==> src/rtl/bseq_pkg.sv <==
package bseq_pkg;

  typedef enum logic [1:0] {
    KIND_HOLD  = 2'd0,
    KIND_START = 2'd1,
    KIND_CONT  = 2'd2,
    KIND_DESEL = 2'd3
  } kind_e;

  typedef struct packed {
    logic load;
    logic step;
    logic desel;
  } act_t;

endpackage

==> src/rtl/bseq_ctrl.sv <==
module bseq_ctrl
  import bseq_pkg::*;
(
  input  logic clk,
  input  logic rst_n,
  input  logic ce_n,
  input  logic pstrb_n,
  input  logic cstrb_n,
  input  logic adv_n,
  input  logic active,
  output act_t act
);

  logic any_strb;
  logic both_idle;

  always_comb begin
    any_strb  = !pstrb_n || !cstrb_n;
    both_idle = pstrb_n && cstrb_n;
    act.load  = !ce_n && any_strb;
    act.desel = ce_n && pstrb_n && !cstrb_n;
    act.step  = active && !adv_n && both_idle;
  end

  AST_ONE_ACTION: assert property (@(posedge clk) disable iff (!rst_n)
    $onehot0({act.load, act.step, act.desel}));

  AST_NO_STEP_IDLE: assert property (@(posedge clk) disable iff (!rst_n)
    !active |-> !act.step);

endmodule

==> src/rtl/bseq_state.sv <==
module bseq_state
  import bseq_pkg::*;
#(
  parameter int ADDR_W = 20,
  parameter int LOW_W  = 2
) (
  input  logic              clk,
  input  logic              rst_n,
  input  act_t              act,
  input  logic [ADDR_W-1:0] addr_i,
  output logic [ADDR_W-1:0] base_q,
  output logic [LOW_W-1:0]  beat_q,
  output logic              active_q,
  output kind_e             kind_q
);

  logic [ADDR_W-1:0] base_d;
  logic [LOW_W-1:0]  beat_d;
  logic              active_d;
  kind_e             kind_d;
  logic              base_en;
  logic              beat_en;
  logic              active_en;

  always_comb begin
    base_d    = base_q;
    beat_d    = beat_q;
    active_d  = active_q;
    kind_d    = KIND_HOLD;
    base_en   = 1'b0;
    beat_en   = 1'b0;
    active_en = 1'b0;
    if (act.load) begin
      base_d    = addr_i;
      beat_d    = '0;
      active_d  = 1'b1;
      kind_d    = KIND_START;
      base_en   = 1'b1;
      beat_en   = 1'b1;
      active_en = 1'b1;
    end else if (act.desel) begin
      active_d  = 1'b0;
      kind_d    = KIND_DESEL;
      active_en = 1'b1;
    end else if (act.step) begin
      beat_d  = beat_q + 1'b1;
      kind_d  = KIND_CONT;
      beat_en = 1'b1;
    end
  end

  always_ff @(posedge clk or negedge rst_n) begin
    if (!rst_n) begin
      base_q   <= '0;
      beat_q   <= '0;
      active_q <= 1'b0;
      kind_q   <= KIND_HOLD;
    end else begin
      if (base_en)   base_q   <= base_d;
      if (beat_en)   beat_q   <= beat_d;
      if (active_en) active_q <= active_d;
      kind_q <= kind_d;
    end
  end

  AST_BEAT_RESTART: assert property (@(posedge clk) disable iff (!rst_n)
    act.load |=> (beat_q == '0) && active_q);

  AST_DESEL_ENDS: assert property (@(posedge clk) disable iff (!rst_n)
    act.desel |=> !active_q && $stable(base_q));

endmodule

==> src/rtl/bseq_order.sv <==
module bseq_order #(
  parameter int LOW_W = 2
) (
  input  logic [LOW_W-1:0] base_lo,
  input  logic [LOW_W-1:0] beat,
  input  logic             order_i,
  output logic [LOW_W-1:0] lo_o
);

  logic [LOW_W-1:0] lin_lo;
  logic [LOW_W-1:0] ilv_lo;

  always_comb lin_lo = base_lo + beat;

  for (genvar gi = 0; gi < LOW_W; gi++) begin : g_ilv
    assign ilv_lo[gi] = base_lo[gi] ^ beat[gi];
  end

  always_comb lo_o = order_i ? ilv_lo : lin_lo;

endmodule

==> src/rtl/burst_addr_seq.sv <==
module burst_addr_seq
  import bseq_pkg::*;
#(
  parameter int ADDR_W    = 20,
  parameter int BURST_LEN = 4
) (
  input  logic              clk,
  input  logic              rst_n,
  input  logic [ADDR_W-1:0] addr_i,
  input  logic              ce_n_i,
  input  logic              pstrb_n_i,
  input  logic              cstrb_n_i,
  input  logic              adv_n_i,
  input  logic              order_i,
  output logic [ADDR_W-1:0] word_addr_o,
  output logic [1:0]        kind_o
);

  localparam int LOW_W = $clog2(BURST_LEN);

  act_t              act;
  logic [ADDR_W-1:0] base_q;
  logic [LOW_W-1:0]  beat_q;
  logic              active_q;
  kind_e             kind_q;
  logic [LOW_W-1:0]  lo;

  bseq_ctrl u_ctrl (
    .clk     (clk),
    .rst_n   (rst_n),
    .ce_n    (ce_n_i),
    .pstrb_n (pstrb_n_i),
    .cstrb_n (cstrb_n_i),
    .adv_n   (adv_n_i),
    .active  (active_q),
    .act     (act)
  );

  bseq_state #(.ADDR_W(ADDR_W), .LOW_W(LOW_W)) u_state (
    .clk      (clk),
    .rst_n    (rst_n),
    .act      (act),
    .addr_i   (addr_i),
    .base_q   (base_q),
    .beat_q   (beat_q),
    .active_q (active_q),
    .kind_q   (kind_q)
  );

  bseq_order #(.LOW_W(LOW_W)) u_order (
    .base_lo (base_q[LOW_W-1:0]),
    .beat    (beat_q),
    .order_i (order_i),
    .lo_o    (lo)
  );

  always_comb begin
    word_addr_o = {base_q[ADDR_W-1:LOW_W], lo};
    kind_o      = kind_q;
  end

  AST_LOAD_TAKES_ADDR: assert property (@(posedge clk) disable iff (!rst_n)
    (!ce_n_i && (!pstrb_n_i || !cstrb_n_i)) |=>
      (word_addr_o == $past(addr_i)) && (kind_o == KIND_START));

  AST_UPPER_FIXED: assert property (@(posedge clk) disable iff (!rst_n)
    (kind_o != KIND_START) |->
      (word_addr_o[ADDR_W-1:LOW_W] == $past(word_addr_o[ADDR_W-1:LOW_W])));

  AST_LINEAR_STEP: assert property (@(posedge clk) disable iff (!rst_n)
    (!order_i && active_q && !adv_n_i && pstrb_n_i && cstrb_n_i) |=>
      (word_addr_o[LOW_W-1:0] == LOW_W'($past(word_addr_o[LOW_W-1:0]) + 1'b1)));

  AST_HOLD_NO_ADV: assert property (@(posedge clk) disable iff (!rst_n)
    (pstrb_n_i && cstrb_n_i && adv_n_i) |=>
      $stable(word_addr_o) && (kind_o == KIND_HOLD));

  AST_DESEL_KIND: assert property (@(posedge clk) disable iff (!rst_n)
    (ce_n_i && pstrb_n_i && !cstrb_n_i) |=>
      (kind_o == KIND_DESEL) && $stable(word_addr_o));

  AST_PSTRB_IGNORED: assert property (@(posedge clk) disable iff (!rst_n)
    (ce_n_i && !pstrb_n_i) |=>
      $stable(word_addr_o) && $stable(active_q) && (kind_o == KIND_HOLD));

endmodule

==> config.mk <==
export PLATFORM = sky130hd
export DESIGN_NAME = burst_addr_seq
export DESIGN_NICKNAME = d
export VERILOG_FILES = /design/src/rtl/bseq_pkg.sv /design/src/rtl/bseq_ctrl.sv /design/src/rtl/bseq_state.sv /design/src/rtl/bseq_order.sv /design/src/rtl/burst_addr_seq.sv
export SDC_FILE = /design/constraint.sdc
export NUM_CORES = 1
export LEC_CHECK = 0
export BUFFER_PORTS_ARGS = -buffer_cell sky130_fd_sc_hd__buf_2
export CORE_ASPECT_RATIO = 0.6
export CORE_MARGIN = 2
export CORE_UTILIZATION = 40
export CTS_CLUSTER_SIZE = 14
export DETAILED_ROUTE_END_ITERATION = 8
export PLACE_DENSITY = 0.77
export RECOVER_POWER = 25
export REMOVE_ABC_BUFFERS = 1
export SLEW_MARGIN = 10
export SYNTH_ARGS = -nofsm -noshare
export SYNTH_HDL_FRONTEND = slang
export SYNTH_HIERARCHICAL = 1
export SYNTH_SLANG_ARGS = --single-unit
==> constraint.sdc <==
create_clock -name clk -period 1 [get_ports clk]
set_clock_uncertainty 0.2 [all_clocks]
set_input_delay 0.15 -clock clk [delete_from_list [all_inputs] [get_ports clk]]
set_output_delay 0.15 -clock clk [all_outputs]
set_load 0.01 [all_outputs]
# [Word level (Yosys, flattened, before mapping)]
# Index checks and enable logic that the tools add are counted.
[word_totals] input_bits=27 reg_bits=25 out_inout_bits=22
[op_classes] eq_ne=1 n_mux=15 n_addsub=2 reduce_logical=16 bitwise_logic=2
[op_table] cell="$mux W2" count=7
[op_table] cell="$mux W1" count=8
[op_table] cell="$logic_and A1 B1 Y1" count=6
[op_table] cell="$logic_not A1 Y1" count=4
[op_table] cell="$reduce_and A2 Y1" count=2
[op_table] cell="$reduce_bool A2 Y1" count=2
[op_table] cell="$reduce_and A3 Y1" count=1
[op_table] cell="$add A2 B1 Y2 const B" count=1
[op_table] cell="$add A2 B2 Y2" count=1
[op_table] cell="$ne A2 B1 Y1 const B" count=1
[op_table] cell="$xor A1 B1 Y1" count=2
[op_table] cell="$logic_or A1 B1 Y1" count=1

# [Logic depth before layout (Yosys ltp)]
# Gate-level depths: netlist (run 1).
[logic_depth] word_depth=7 depth_mapped=4 ltp_nobuf=4

# [Cells and area by module]
# The synthesis (run 1) kept the hierarchy.
[by_module_without_submodules] mod="bseq_state" area_each_um2=1013.5 seq_area_each_um2=625.6 n_inst=1 cells_each=59
[by_module_without_submodules] mod="bseq_order" area_each_um2=36.3 seq_area_each_um2=0.0 n_inst=1 cells_each=4
[by_module_without_submodules] mod="bseq_ctrl" area_each_um2=25.0 seq_area_each_um2=0.0 n_inst=1 cells_each=3

# [Worst setup path after synthesis (run 1)]
# OpenSTA, ideal clock, no wires.
[synth_timing] path_type="flip-flop to output port" start="reg u_state.beat_q[0]" end="out word_addr_o[1]" required_time_ns=0.650 n_path_buf=0 slack_ns=-0.258 arrival_time_ns=0.908 path_stages_with_launch=4 cell_sequence="dfrtp_1 ha_1 nor2b_1 xnor2_1"
[synth_between] elab_chain_cells=2
[synth_lines] item="start, declared" line="bseq_state.sv:12" rtl="output logic [LOW_W-1:0] beat_q,"
[synth_lines] item="start signal, assigned" line="bseq_state.sv:60" rtl="if (beat_en) beat_q <= beat_d;"
[synth_lines] item="$add A2 B2 Y2" line="bseq_order.sv:13" rtl="always_comb lin_lo = base_lo + beat;"
[synth_lines] item="$mux W2" line="bseq_order.sv:19" rtl="always_comb lo_o = order_i ? ilv_lo : lin_lo;"
[synth_lines] item="end, declared" line="burst_addr_seq.sv:15" rtl="output logic [ADDR_W-1:0] word_addr_o,"
# No other way between the ends.

# [Worst setup path in the final report (run 1)]
# Ends and elaborated chain as after synthesis.

==> impl_metrics.toml, run 1 <==
[hold_path]
hp-class = "input port to flop"
min-delay-start = "addr_i[5]"
min_to = "u_state/base_q[5]$_DFFE_PN0P_"
holdPathStages = 2

[sta]
worst_pin_slew_ns = 0.3448
max_slew_margin_pct = 77.01
hold_violations = 20
setup_violations = 43
setup_slack_ns = -0.5756
rsz0062_at_grt = "yes"
hold-worst-slack_ns = -0.08747
drv_slew = 0
max_freq_mhz = 634.7
fin_crit_sh_pct = 157.6
finalCriticalPeriod_ns = 1.576

[worst_setup_path]
critPathRequiredTime_ns = 0.65
cp-end-kind = "primary output"
reg2reg_depth = 4
worstPathMaxFanout = 2
rr_startpoint = "u_state/active_q$_DFFE_PN0P_"
arrival_ns = 1.23
crit_path_start_kind = "flop"
worstReg2RegEnd = "u_state/beat_q[1]$_DFFE_PN0P_"
crit_type = "flop to primary output"
reg2reg_setup_slack_ns = -0.26
cp-startpoint = "u_state/beat_q[0]$_DFFE_PN0P_"

[synthesis]
yosys.area.top_type_share_pct = 58.21
synthArstFlopShare_pct = 100.0
synth_top_cell_by_area = "dfrtp_1"
synth_warnings = 6
synth-edff-count = 0
syn_inst = 66
synth_flop_cell = "dfrtp_1"
ys_types = 17
syn_avg_cell_area_um2 = 16.28
ys_seq_area_share_pct = 58.21
synth.most_common_cell = "dfrtp_1"
synth_area_leaders = "dfrtp_1 58%, mux2_4 21%, mux2_2 5.2%"
synth_top_cells_by_count = "25 x dfrtp_1, 15 x mux2_4, 5 x mux2_2"
syn-cell-area_um2 = 1075
synth_seq_cells = 25

[floorplan]
die_w_um = 70.92
start_util_pct = 42.61
die_h_um = 44.15
fp.dieArea_um2 = 3131
design.core.area_um2 = 2522
rows = 14
ios = 49

[cells_and_area]
fillCellCount = 194
drive_gt1_share_pct = 72.52
area_growth_pct = 52.04
nets = 160
layoutNonFillerInstCount = 163
antenna_cells = 0
multi_input_area_um2 = 476.7
final-seq-area_um2 = 625.6

[global_routing]
grt_pass1_vias = 750
grt_max_degree = 14
grtUsageTotal_pct = 15.04
global_route.overflow_total = 0
antenna_found_initial = 0
grt_pass1_wl_um = 3512

[route]
drt_iter0_drc = 15
vias = 735
via_per_inst = 4.509
drt.antenna.violating_nets = 0
firstDrtPassIters = 4
route.detailed.drc = 0
wl_per_cell_um = 13.54
wl_um = 2207

[pwr]
powerDensity_nw_per_um2 = 1513
p_leak_uw = 0.0008342
peakVddDrop_uv = 854.6

[clock_tree]
clkSlewWorstSetupHoldPaths_ns = 0.08
cts_sinks = 25
clock_latency_ns = 0.26
cts-hold-fix-buffers = 1
cts_tree = "built"
cts_buffer_depth = 2
root_buffer = "clkbuf_8"
cts_buffers = 3
htree_levels = 1

[place]
post-place-ws_ns = -0.3206
dpl.cell_count = 149
place.gp.congestion = 0.7982
io_buffer_count = 48
dp_hpwl_um = 1525

[job]
max-cap-violations = 0

[run_status]
violations = "hold timing, setup timing"
status = "finished with violations"
critical path: stages, from the launching register on:
cell and delay [ns]:
dfrtp_1 0.42, ha_4 0.17, nor2b_4 0.12, xnor2_2 0.11, buf_2 0.14
metal layers:
| metal | track usage [%] | routed length, um |
|---|---|---|
| met2 | 23.18 | 1020 |
| met1 | 19.88 | 970 |
| met3 | 6.150 | 195 |
| met4 | 4.528 | 21 |
| met5 | 0 | 0 |
cells by family after synthesis:
kind of cell	count (synthesis)	synth area share (%)
multiplexers	20	26.19
buffers and inverters	4	4.307
XOR/XNOR	4	3.260
AO/OA/AOI/OAI	2	1.164
AND/OR/NAND/NOR	10	5.704
adder cells (fa/ha/maj)	1	1.164
flip-flops	25	58.21
state kept, by name, indices dropped and copies added (netlist names):
signal and cells:
u_state/base_q 20, u_state/beat_q 2, u_state/kind_q 2, u_state/active_q 1
layout make-up:
type / instances / share of cell area, %
tap: 32 / 2.450
sequential: 25 / 38.28
multi-input combinational: 37 / 29.17
inverter: 1 / 0.2297
timing repair buffer: 64 / 27.11
clock buffer: 4 / 2.757
repair_timing:
action | CTS | global route
cloned | 1 | 0
endpoints found under the setup margin | 38 | 45
pin swaps | 4 | 6
endpoints found under the hold margin | 45 | 20
gates resized for setup | 17 | 12
setup buffers | 5 | 5
metrics by stage:
stage	TNS [ns]	area, um2	total power, uW	utilization [%]
finish	-5.006	1634	2473	64.78
global route	-6.173	1634	2610	64.78
CTS	-5.819	1573	2444	62.35
detailed placement	-7.213	1394	1759	55.26
global placement	-6.603	1394	1743	55.26
floorplan	-35.68	1032	1502	-
cells in the final DEF, fill, tap and decap left out, types with 2 or more instances in the layout:
master and n:
buf_12 2, buf_2 43, buf_4 7, buf_6 8, buf_8 2, clkbuf_8 3, dfrtp_1 25, mux2_4 20
nor2_1 4, nor2b_4 2, xnor2_2 2
worst max-delay path by stage:
stage / endpoint / slack, ns / cells past startpoint
after floorplan: u_state/base_q[0]$_DFFE_PN0P_ / -1.52 / 2
after global placement: u_state/base_q[0]$_DFFE_PN0P_ / -0.30 / 4
after detailed placement: u_state/base_q[2]$_DFFE_PN0P_ / -0.32 / 4
after CTS: word_addr_o[1] / -0.59 / 4
after global routing: word_addr_o[1] / -0.64 / 3
final: word_addr_o[1] / -0.58 / 4
power by group:
group | switching [uW] | internal [uW]
sequential | 72.5 | 1130
clock | 281 | 284
combinational | 259 | 444
(Power assumes the default switching activity.)
==> run 2: changes to the inputs <==
--- a/config.mk
+++ b/config.mk
@@ -11,7 +11,7 @@
 export CORE_UTILIZATION = 40
 export CTS_CLUSTER_SIZE = 14
 export DETAILED_ROUTE_END_ITERATION = 8
-export PLACE_DENSITY = 0.77
+export PLACE_DENSITY = 0.74
 export RECOVER_POWER = 25
 export REMOVE_ABC_BUFFERS = 1
 export SLEW_MARGIN = 10
==> constraint.sdc (replaced) <==
create_clock -name clk -period 2 [get_ports clk]
set_clock_uncertainty 0.2 [all_clocks]
set_input_delay 0.3 -clock clk [delete_from_list [all_inputs] [get_ports clk]]
set_output_delay 0.3 -clock clk [all_outputs]
set_load 0.01 [all_outputs]
==> impl_metrics.toml, run 2 (synthesis gave the netlist of run 1 again) <==
[route]
firstDrtPassIters = 4
route.detailed.drc = 0
wl_um = 2038
drt.antenna.violating_nets = 0
via_per_inst = 4.557
drt_iter0_drc = 14
wl_per_cell_um = 13.68
vias = 679

[worst_setup_path]
cpMaxStageDelayCell = "clkbuf_2"
worstPathMaxFanout = 22
critPathBufInv = 2
reg2reg_setup_slack_ns = 0.72
rr_startpoint = "u_state/active_q$_DFFE_PN0P_"
reg2reg_depth = 4
crit_path_cell_trace = "clkbuf_1 > a21oi_1 > clkbuf_2 > mux2_2"
slowest_delay_ns = 0.62
crit_path_start_kind = "input port"
arrival_ns = 1.76
crit_family = "buffers and inverters"
cp-end-kind = "flop"
critPathRequiredTime_ns = 1.96
crit_type = "input port to flop"
worstReg2RegEnd = "u_state/beat_q[0]$_DFFE_PN0P_"

[sta]
max_slew_margin_pct = 55.11
worst_pin_slew_ns = 0.6733
setup_violations = 0
max_freq_mhz = 555.0
final.setup.tns_ns = 0
hold_violations = 0
drv_slew = 0
rsz0062_at_grt = "no"
finalCriticalPeriod_ns = 1.802
fin_crit_sh_pct = 90.08

[floorplan]
ios = 49
design.core.area_um2 = 2522
die_h_um = 44.15
fp.dieArea_um2 = 3131
start_util_pct = 42.61
rows = 14
die_w_um = 70.92

[clock_tree]
root_buffer = "clkbuf_8"
cts_buffers = 3
cts_sinks = 25
cts_buffer_depth = 2
clock_latency_ns = 0.27
htree_levels = 1
clkSlewWorstSetupHoldPaths_ns = 0.09
cts_tree = "built"
cts_resized = 0

[pwr]
p_switching_uw = 302.3
pwr-share-clk_pct = 26.3
powerDensity_nw_per_um2 = 839.2
switching_share_pct = 26.22
p_total_uw = 1153
p_seq_share_pct = 52.0
p_comb_share_pct = 21.8
p_leak_uw = 0.0007073
internal-power_uw = 850.6
peakVddDrop_uv = 415.9

[place]
place.gp.congestion = 0.7096
dp_hpwl_um = 1533
io_buffer_count = 48
dpl.cell_count = 144
postPlaceCellArea_um2 = 1344

[hold_path]
holdPathStages = 2
min-delay-start = "addr_i[7]"
hp-class = "input port to flop"
min_to = "u_state/base_q[7]$_DFFE_PN0P_"

[cells_and_area]
mostFrequentLayoutCells = "46 x buf_2, 25 x dfrtp_1, 15 x mux2_4"
area_growth_pct = 27.82
drive_gt1_share_pct = 62.39
largest_reg_flops = 20
largestRegisters = "u_state/base_q: 20 flops, u_state/beat_q: 2 flops, u_state/kind_q: 2 flops"
top_register = "u_state/base_q"
layoutNonFillerInstCount = 149
antenna_cells = 0
layout_commonest_cell = "buf_2"
final_cell_area_um2 = 1374
nets = 146

[run_status]
status = "finished clean"

[global_routing]
global_route.overflow_total = 0
grt_pass1_vias = 749
grtUsageTotal_pct = 14.29
grt_pass1_wl_um = 3381
antenna_found_initial = 0
grt_max_degree = 26

[job]
max-cap-violations = 0
run 2: cell types whose count changed in the layout (fill, tap and decap cells not counted), moves of 3 or more:
cell and change:
buf_2 +3, buf_4 -7, buf_6 -8, mux2_2 +5
mux2_4 -5
run 2: worst max path at each step:
stage	slack, ns	to	start	depth (start not counted)
after floorplan	-0.67	u_state/base_q[0]$_DFFE_PN0P_	cstrb_n_i	2
after global placement	0.48	u_state/base_q[1]$_DFFE_PN0P_	cstrb_n_i	4
after detailed placement	0.43	u_state/base_q[1]$_DFFE_PN0P_	cstrb_n_i	4
after CTS	0.22	word_addr_o[1]	u_state/beat_q[0]$_DFFE_PN0P_	4
after global routing	0.07	u_state/base_q[1]$_DFFE_PN0P_	cstrb_n_i	4
final	0.20	u_state/base_q[17]$_DFFE_PN0P_	cstrb_n_i	4
run 2: power groups by stage:
| stage | Combinational (uW) | Clock (uW) | Sequential, uW |
|---|---|---|---|
| global route | 274 | 330 | 608 |
| floorplan | 120 | 0 | 631 |
| finish | 251 | 303 | 599 |
| CTS | 263 | 311 | 600 |
| detailed placement | 260 | 0 | 609 |
| global placement | 253 | 0 | 605 |
run 2: cell type report:
class	instances	area [um2]
Tap cell	32	40.04
Timing Repair Buffer	50	254.0
Clock inverter	1	7.507
Sequential cell	25	625.6
Multi-Input combinational cell	37	401.6
Inverter	1	3.754
Fill cell	240	1149
Clock buffer	3	41.29
run 2: through the flow:
| step | hold WS [ns] | utilization [%] | setup WS (ns) |
|---|---|---|---|
| after floorplan | -0.1956 | - | -0.6750 |
| after global placement | 0.1073 | 53.27 | 0.4831 |
| after detailed placement | 0.1158 | 53.27 | 0.4304 |
| after CTS | 0.04833 | 55.61 | 0.2163 |
| after global routing | 0.04837 | 54.46 | 0.07407 |
| final | 0.05397 | 54.46 | 0.1983 |
run 2: repair_timing:
item                      in CTS  in global routing
hold buffers                   1                  0
setup buffers                  0                  0
hold endpoints to repair      25                  0
run 2: per-layer routing:
| metal | GRT usage [%] | vias up | part of all wire, % |
|---|---|---|---|
| met4 | 4.528 | 0 | 0.74 |
| met2 | 23.18 | 31 | 44 |
| met1 | 17.53 | 324 | 45 |
| li1 | - | 322 | - |
| met5 | 0 | - | 0 |
| met3 | 6.378 | 2 | 10 |
==> run 3: changes to the inputs <==
--- a/config.mk
+++ b/config.mk
@@ -5,13 +5,13 @@
 export SDC_FILE = /design/constraint.sdc
 export NUM_CORES = 1
 export LEC_CHECK = 0
-export BUFFER_PORTS_ARGS = -buffer_cell sky130_fd_sc_hd__buf_2
 export CORE_ASPECT_RATIO = 0.6
 export CORE_MARGIN = 2
 export CORE_UTILIZATION = 40
 export CTS_CLUSTER_SIZE = 14
 export DETAILED_ROUTE_END_ITERATION = 8
-export PLACE_DENSITY = 0.74
+export DONT_BUFFER_PORTS = 1
+export PLACE_DENSITY = 0.58
 export RECOVER_POWER = 25
 export REMOVE_ABC_BUFFERS = 1
 export SLEW_MARGIN = 10
==> impl_metrics.toml, run 3 (synthesis gave the netlist of run 1 again) <==
[route]
vias = 598
firstDrtPassIters = 2
route.detailed.drc = 0
wl_um = 1899
drt.antenna.violating_nets = 0
wl_per_cell_um = 15.57
via_per_inst = 4.902
drt_iter0_drc = 2

[cells_and_area]
antenna_cells = 0
nets = 119
drive_gt1_share_pct = 31.11
multi_input_area_um2 = 414.1
fillCellCount = 222
layout_commonest_cell = "dfrtp_1"
top_register = "u_state/base_q"
largestRegisters = "u_state/base_q: 20 flops, u_state/beat_q: 2 flops, u_state/kind_q: 2 flops"
largest_reg_flops = 20
mostFrequentLayoutCells = "25 x dfrtp_1, 21 x dlygate4sd3_1, 15 x mux2_4"
final-seq-area_um2 = 625.6
area_growth_pct = 25.73

[clock_tree]
cts_sinks = 25
cts_buffer_depth = 2
cts_resized = 0
htree_levels = 1
clock_latency_ns = 0.26
root_buffer = "clkbuf_8"
cts-hold-fix-buffers = 22
cts_setup_buffers = 0
cts_tree = "built"
clkSlewWorstSetupHoldPaths_ns = 0.08
cts_buffers = 3

[global_routing]
grt_pass1_wl_um = 3111
global_route.overflow_total = 0
grtUsageTotal_pct = 13.26
antenna_found_initial = 0
grt_max_degree = 26
grt_pass1_vias = 665

[sta]
max_slew_margin_pct = 59.19
setup_slack_ns = 0.2628
worst_pin_slew_ns = 0.6121
drv_slew = 0
fin_crit_sh_pct = 86.86
setup_violations = 0
rsz0062_at_grt = "no"
max_freq_mhz = 575.6
final.setup.tns_ns = 0
finalCriticalPeriod_ns = 1.737
hold_violations = 0

[floorplan]
ios = 49
die_h_um = 44.15
design.core.area_um2 = 2522
start_util_pct = 42.61
die_w_um = 70.92
rows = 14
fp.dieArea_um2 = 3131

[job]
max-cap-violations = 0

[worst_setup_path]
cpMaxStageDelayCell = "dfrtp_1"
crit_family = "flip-flops"
worstReg2RegEnd = "u_state/beat_q[0]$_DFFE_PN0P_"
endpoint = "word_addr_o[1]"
reg2reg_setup_slack_ns = 0.75
crit_path_cell_trace = "ha_1 > nor2b_1 > xnor2_1"
crit_path_start_kind = "flop"
rr_startpoint = "u_state/active_q$_DFFE_PN0P_"
crit_type = "flop to primary output"
critPathRequiredTime_ns = 1.50
cp_num_cells = 3
cp-end-kind = "primary output"
critPathBufInv = 0
reg2reg_depth = 4
worstPathMaxFanout = 3
slowest_delay_ns = 0.42
arrival_ns = 1.24
cp-startpoint = "u_state/beat_q[0]$_DFFE_PN0P_"

[pwr]
p_leak_uw = 0.0006093
powerDensity_nw_per_um2 = 809.0
peakVddDrop_uv = 501.5

[run_status]
status = "finished clean"

[place]
place.gp.congestion = 0.6188
post-place-ws_ns = 0.4914
io_buffer_count = 0

[hold_path]
holdPathStages = 2
hp-class = "input port to flop"
[run 3: cell type report]
type | count | area share, %
flip-flops and latches | 25 | 46.30
multi-input cells | 37 | 30.65
repair buffers | 23 | 16.48
clock buffers | 4 | 3.333
well taps | 32 | 2.963
inverters | 1 | 0.2778
[run 3: metrics by stage]
step                instances  hold slack, ns  area, um2  total power (uW)  utilization (%)
finish                    122          0.1803       1351              1093            53.57
floorplan                  63         -0.1956       1032             751.0                -
global route              122          0.1868       1351              1156            53.57
detailed placement         96         -0.1953       1091             774.7            43.25
CTS                       122          0.1770       1366              1117            54.17
global placement           96         -0.1952       1091             768.5            43.25
[run 3: how the worst min path moves through the flow]
stage	from	end	slack, ns
after floorplan	rst_n	u_state/active_q$_DFFE_PN0P_	-0.20
after global placement	rst_n	u_state/base_q[13]$_DFFE_PN0P_	-0.20
after detailed placement	rst_n	u_state/base_q[13]$_DFFE_PN0P_	-0.20
after CTS	pstrb_n_i	u_state/kind_q[0]$_DFF_PN0_	0.18
after global routing	pstrb_n_i	u_state/kind_q[0]$_DFF_PN0_	0.19
final	pstrb_n_i	u_state/kind_q[0]$_DFF_PN0_	0.18
[run 3: layer usage]
layer  part of all wire, %  routed length [um]  up-vias  track usage [%]
met5                     0                   0        -                0
met2                    45                 862       31            22.06
met1                    45                 856      297            15.53
met4                  0.53                  10        0            3.396
met3                   9.0                 170        2            6.834
li1                      -                   -      268                -
[run 3: power by group]
| part | switching (uW) | internal [uW] |
|---|---|---|
| Clock | 144 | 142 |
| Combinational | 58.7 | 116 |
| Sequential | 67.3 | 566 |
